[src/rtl/adc_host_pkg.sv]
package adc_host_pkg;
  localparam int SEL_W      = 3;
  localparam int CMD_BITS   = 8;
  localparam int FRAME_BITS = 24;
  localparam int RX_BITS    = 16;
  localparam int CNT_W      = $clog2(FRAME_BITS + 1);

  typedef enum logic [1:0] {S_IDLE, S_XFER, S_TAIL} host_state_t;

  // command layout: start, select, coding, input mode, keep-powered, ext clock
  function automatic logic [CMD_BITS-1:0] make_cmd(input logic [SEL_W-1:0] sel,
                                                   input logic uni, input logic se);
    return {1'b1, sel, uni, se, 1'b1, 1'b1};
  endfunction
endpackage

[src/rtl/adc_sclk_div.sv]
module adc_sclk_div #(
  parameter int HALF = 50
) (
  input  logic clk,
  input  logic rst,
  input  logic run,
  input  logic clear,
  output logic tick
);
  localparam int DW = $clog2(HALF) + 1;
  logic [DW-1:0] cnt;

  always_ff @(posedge clk) begin
    if (rst || clear || !run) begin
      cnt  <= '0;
      tick <= 1'b0;
    end else if (cnt == DW'(HALF - 1)) begin
      cnt  <= '0;
      tick <= 1'b1;
    end else begin
      cnt  <= cnt + 1'b1;
      tick <= 1'b0;
    end
  end
endmodule

[src/rtl/adc_shift_engine.sv]
module adc_shift_engine
  import adc_host_pkg::*;
(
  input  logic                clk,
  input  logic                rst,
  input  logic                load,
  input  logic [CMD_BITS-1:0] cmd,
  input  logic                tick,
  input  logic                miso,
  output logic                sclk,
  output logic                mosi,
  output logic [9:0]          rx_head,
  output logic                cmd_end,
  output logic                frame_end
);
  logic [FRAME_BITS-1:0] tx;
  logic [RX_BITS-1:0]    rx;
  logic [CNT_W-1:0]      nfall;
  logic                  active;

  assign mosi    = tx[FRAME_BITS-1];
  assign rx_head = rx[RX_BITS-1:6];

  always_ff @(posedge clk) begin
    cmd_end   <= 1'b0;
    frame_end <= 1'b0;
    if (rst) begin
      tx <= '0; rx <= '0; nfall <= '0; active <= 1'b0; sclk <= 1'b0;
    end else if (load) begin
      tx     <= {cmd, {(FRAME_BITS-CMD_BITS){1'b0}}};
      rx     <= '0;
      nfall  <= '0;
      active <= 1'b1;
      sclk   <= 1'b0;
    end else if (tick && active) begin
      if (!sclk) begin
        sclk <= 1'b1;
        rx   <= {rx[RX_BITS-2:0], miso};
      end else begin
        sclk  <= 1'b0;
        tx    <= {tx[FRAME_BITS-2:0], 1'b0};
        nfall <= nfall + 1'b1;
        if (nfall == CNT_W'(CMD_BITS - 1)) cmd_end <= 1'b1;
        if (nfall == CNT_W'(FRAME_BITS - 1)) begin
          frame_end <= 1'b1;
          active    <= 1'b0;
        end
      end
    end
  end

  assert_mosi_hold_R2: assert property (@(posedge clk) disable iff (rst)
    (sclk && $past(sclk)) |-> $stable(mosi));
  assert_edge_bound_R5: assert property (@(posedge clk) disable iff (rst)
    nfall <= CNT_W'(FRAME_BITS));
endmodule

[src/rtl/adc_conv_timer.sv]
module adc_conv_timer #(
  parameter int TMO_CYC = 50000
) (
  input  logic clk,
  input  logic rst,
  input  logic clear,
  input  logic arm,
  input  logic stop,
  output logic over
);
  localparam int TW = $clog2(TMO_CYC + 2);
  logic [TW-1:0] cnt;
  logic          on;

  always_ff @(posedge clk) begin
    if (rst || clear) begin
      cnt <= '0; on <= 1'b0; over <= 1'b0;
    end else if (arm) begin
      cnt <= '0; on <= 1'b1;
    end else if (on) begin
      if (stop) on <= 1'b0;
      if (cnt != {TW{1'b1}}) cnt <= cnt + 1'b1;
      if (cnt >= TW'(TMO_CYC)) over <= 1'b1;
    end
  end

  assert_over_in_window_R10: assert property (@(posedge clk) disable iff (rst)
    $rose(over) |-> $past(on));
endmodule

[src/rtl/adc_conv_host.sv]
module adc_conv_host
  import adc_host_pkg::*;
#(
  parameter int CLK_HZ  = 50_000_000,
  parameter int SCLK_HZ = 500_000,
  parameter int TMO_CYC = CLK_HZ / 1000
) (
  input  logic       clk,
  input  logic       rst,
  input  logic       start,
  input  logic [2:0] chan,
  input  logic       single_end,
  input  logic       unipolar,
  input  logic       miso,
  output logic       cs_n,
  output logic       sclk,
  output logic       mosi,
  output logic       busy,
  output logic       done,
  output logic [7:0] result,
  output logic       frame_err,
  output logic       tmo_err
);
  localparam int HALF = CLK_HZ / (2 * SCLK_HZ);

  host_state_t st;
  logic        load, tick, cmd_end, frame_end, over;
  logic [9:0]  rx_head;

  assign load = (st == S_IDLE) && start;

  adc_sclk_div #(.HALF(HALF)) div_i (
    .clk(clk), .rst(rst), .run(st != S_IDLE), .clear(load), .tick(tick));

  adc_shift_engine eng_i (
    .clk(clk), .rst(rst), .load(load),
    .cmd(make_cmd(chan, unipolar, single_end)),
    .tick(tick), .miso(miso), .sclk(sclk), .mosi(mosi),
    .rx_head(rx_head), .cmd_end(cmd_end), .frame_end(frame_end));

  adc_conv_timer #(.TMO_CYC(TMO_CYC)) tmr_i (
    .clk(clk), .rst(rst), .clear(load), .arm(cmd_end), .stop(frame_end),
    .over(over));

  always_ff @(posedge clk) begin
    if (rst) begin
      st <= S_IDLE; cs_n <= 1'b1; busy <= 1'b0; done <= 1'b0;
      result <= '0; frame_err <= 1'b0; tmo_err <= 1'b0;
    end else begin
      done <= 1'b0;
      case (st)
        S_IDLE: if (start) begin
          st <= S_XFER; cs_n <= 1'b0; busy <= 1'b1;
        end
        S_XFER: if (frame_end) st <= S_TAIL;
        S_TAIL: if (tick) begin
          st        <= S_IDLE;
          cs_n      <= 1'b1;
          busy      <= 1'b0;
          done      <= 1'b1;
          result    <= rx_head[7:0];
          frame_err <= |rx_head[9:8];
          tmo_err   <= over;
        end
        default: st <= S_IDLE;
      endcase
    end
  end

  assert_sclk_idle_R2: assert property (@(posedge clk) disable iff (rst)
    cs_n |-> !sclk);
  assert_busy_origin_R8: assert property (@(posedge clk) disable iff (rst)
    $rose(busy) |-> $past(start));
  assert_done_single_R9: assert property (@(posedge clk) disable iff (rst)
    done |=> !done);
  assert_done_released_R9: assert property (@(posedge clk) disable iff (rst)
    done |-> (cs_n && !busy));
endmodule

[config.mk]
export PLATFORM = sky130hd
export DESIGN_NAME = adc_conv_host
export DESIGN_NICKNAME = d
export VERILOG_FILES = /design/src/rtl/adc_host_pkg.sv /design/src/rtl/adc_sclk_div.sv /design/src/rtl/adc_shift_engine.sv /design/src/rtl/adc_conv_timer.sv /design/src/rtl/adc_conv_host.sv
export SDC_FILE = /design/constraint.sdc
export NUM_CORES = 1
export LEC_CHECK = 0
export ABC_AREA = 1
export CORE_ASPECT_RATIO = 1.25
export CORE_UTILIZATION = 45
export DETAILED_ROUTE_END_ITERATION = 12
export SLEW_MARGIN = 20
export SYNTH_ARGS = -nofsm -noshare
export SYNTH_HDL_FRONTEND = slang
export SYNTH_HIERARCHICAL = 1
export SYNTH_SLANG_ARGS = --single-unit
[constraint.sdc]
create_clock -name clk -period 2.06 [get_ports clk]
set_input_delay 0.412 -clock clk [delete_from_list [all_inputs] [get_ports clk]]
set_output_delay 0.412 -clock clk [all_outputs]
set_load 0.02 [all_outputs]
==> results.cfg <==
[status]
outcome = finished clean

[worst_setup_path]
critPathLaunchType = flip-flop
critPathBufInv = 1
cpPeakStageDelay_ps = 640
cpMaxStageDelayCell = clkdlybuf4s50_1
worstPathCellList = clkdlybuf4s50_1
cp.required_ps = 1650
cp.arrival_ps = 1420
endpoint_kind = output port
crit_path_max_fanout = 4
path_delay_family = buffers and inverters
crit_type = reg2out

[detailed_routing]
wl_per_cell_um = 10.9
wl_met2_mm = 3.06
routed_via_density = 4.76
wl_met1_mm = 3.03
drc = 0
drtPass1Iterations = 4
vias = 2730
antenna_left = 0
route.met3.wl_um = 111
dr.max_layer_used = met4
dr.first_iter.drc_count = 66
routed_wl_mm = 6.28

[layout]
final.fill_count = 723
fin_area_um2 = 3820
drive_above_1_share_pct = 11.8
layout.nets = 491
area.growth.synth_to_final_pct = 12.2
antenna_cells = 0

[logic_synthesis]
synth_warnings = 6
synth_edf_count = 0
synth_top_family_by_area = simple AND/OR/NAND/NOR gates
synth_mux_area_share_pct = 0
ys.flop_type = dfxtp_1
post_synth_fa_ha_maj_area_fraction_pct = 1.84
ys_seq_area_share_pct = 43.5
syn_inst = 456
synth_xor_area_share_pct = 2.32
syn_area_um2 = 3400
ys_types = 36
synth-simple-area-share_pct = 32.7
synth-compound-area-share_pct = 9.70
avgSynthCellArea_um2 = 7.47
synthArstFlopShare_pct = 0
ys_seq_elements = 74

[place]
globalplace.congestion = 0.782
hpwlAfterDp_mm = 4.47
placed_cell_area_um2 = 3640
port_buffers = 23
pre_cts_ws_ps = 192

[clocking]
cts_tree = built
ctsResizeCount = 0
clk_latency_ps = 340
cts_buffer_depth = 2
clk_pin_slew_ps = 80
root_buffer = clkbuf_8
cts_setup_buffers = 0
cts_hold_buf = 0
cts.sinks = 74
cts_buffers = 9
h-tree-depth = 3

[sta]
finalCritPeriodShare_pct = 89.1
fin_skew_ps = 10.2
min_period_ps = 1830
fin_ws_ps = 225
drv_slew = 0
fin_tns_setup_ps = 0
grt_setup_unrepaired = no
setup_viol = 0
hold_viol = 0
fmax_mhz = 545

[pwr]
p_leak_nw = 1.53
power.total_w = 0.00261
ir_drop_uv = 355
power_density_nw_per_um2 = 684

[grt]
gr-total-overflow = 0
grt_pass1_vias = 2579
grt_pass1_wl_mm = 10.9
antenna_found_initial = 0
grt_max_degree = 30
grt.total_usage_pct = 17.6

[die]
coreArea_um2 = 7360
dieHeight_um = 99.2
io_pins = 24
chipWidth_um = 79.8
rows = 35
dieArea_um2 = 7920
start_util_pct = 46.3

[worst_hold_path]
hp-class = reg2reg

[job]
maxCapViolCount = 0
[synth_stat cells (all sizes together), types with 2 or more instances]
cell type	n	area share (%)
nor3b	2	0.59
nand4	4	0.73
buf	22	5.4
nor3	4	0.59
nand3	39	6.5
a21oi	24	4.1
o21ai	31	4.9
nand3b	2	0.44
o21bai	2	0.55
inv	37	4.2
ha	5	1.8
dfxtp	74	44
nor2	76	9.9
xor2	8	2.1
nand2	119	14
clkinv	2	0.22
[state kept, by name (all words and copies together) (netlist names)]
register / count
eng_i/active: 1
result: 8
tmr_i/over: 1
busy: 1
tmr_i/cnt: 16
frame_err: 1
st: 2
tmr_i/on: 1
cs_n: 1
eng_i/frame_end: 1
eng_i/nfall: 5
done: 1
eng_i/sclk: 1
div_i/cnt: 7
div_i/tick: 1
eng_i/cmd_end: 1
tmo_err: 1
eng_i/tx: 8
eng_i/rx: 16
[layout by cell type (no fill, tap or decap), types with 2 or more instances in the layout]
cell type | Yosys | layout
clkbuf_8 | 0 | 10
o21ai_0 | 11 | 11
clkinv_2 | 0 | 2
nand2_2 | 3 | 3
clkinv_4 | 0 | 2
nand2_1 | 115 | 115
o21ai_1 | 19 | 19
nand3_1 | 35 | 35
clkinvlp_4 | 0 | 2
dfxtp_1 | 74 | 74
clkdlybuf4s50_1 | 0 | 23
nand3_2 | 3 | 3
nor3_1 | 4 | 4
xor2_1 | 8 | 8
conb_1 | 1 | 3
nor2_2 | 12 | 12
inv_1 | 35 | 35
nand3b_1 | 2 | 2
clkinv_1 | 2 | 2
ha_1 | 5 | 5
a21oi_2 | 5 | 5
nor2_4 | 3 | 3
nor2_1 | 61 | 61
a21oi_1 | 19 | 19
nand4_1 | 4 | 4
buf_4 | 12 | 6
[where the power goes]
part	switching, W	internal [W]	leakage [nW]
clock network	0.000544	0.000469	0.0882
registers	0.0000121	0.00145	0.598
logic	0.0000804	0.0000592	0.842
[metrics by stage]
step / utilization (%) / hold WS [ps] / cells
2_1_floorplan: - / 420 / 458
3_3_place_gp: 49.5 / 431 / 558
3_5_place_dp: 49.5 / 437 / 558
4_1_cts: 51.9 / 445 / 574
5_1_grt: 51.9 / 460 / 574
6_report: 51.9 / 447 / 574
[layout make-up]
type	instances	area, um^2	area share [%]
tap	92	115	3.01
multi-input combinational	323	1600	41.8
clock inverter	6	42.5	1.11
inverter	39	149	3.90
clock buffer	10	138	3.60
timing repair buffer	30	295	7.73
sequential	74	1480	38.8
[final timing paths]
path | start | end | slack, ps | cells after the start
worst max-delay path | eng_i/sclk | sclk | 230 | 1
worst min-delay path | tmr_i/over | tmo_err | 450 | 2
worst max register to register | tmr_i/cnt[1] | tmr_i/cnt[7] | 400 | 11
worst min register to register | tmr_i/over | tmo_err | 450 | 2
[logic make-up (layout without fill, tap and decap cells)]
logic type               Yosys count  in the layout
AND/OR/NAND/NOR                  248            248
flip-flops                        74             74
buffers and inverters             61             85
AO/OA/AOI/OAI                     58             58
XOR/XNOR                           9              9
adder cells (fa/ha/maj)            5              5
other                              1              3
[layer usage]
metal  vias to the layer above  track usage (%)
met4                         0             8.65
met5                         -                0
li1                       1481                -
met1                      1230             21.0
met3                         6             3.58
met2                        13             29.7
Note: power is estimated with default switching activity, not from simulation.
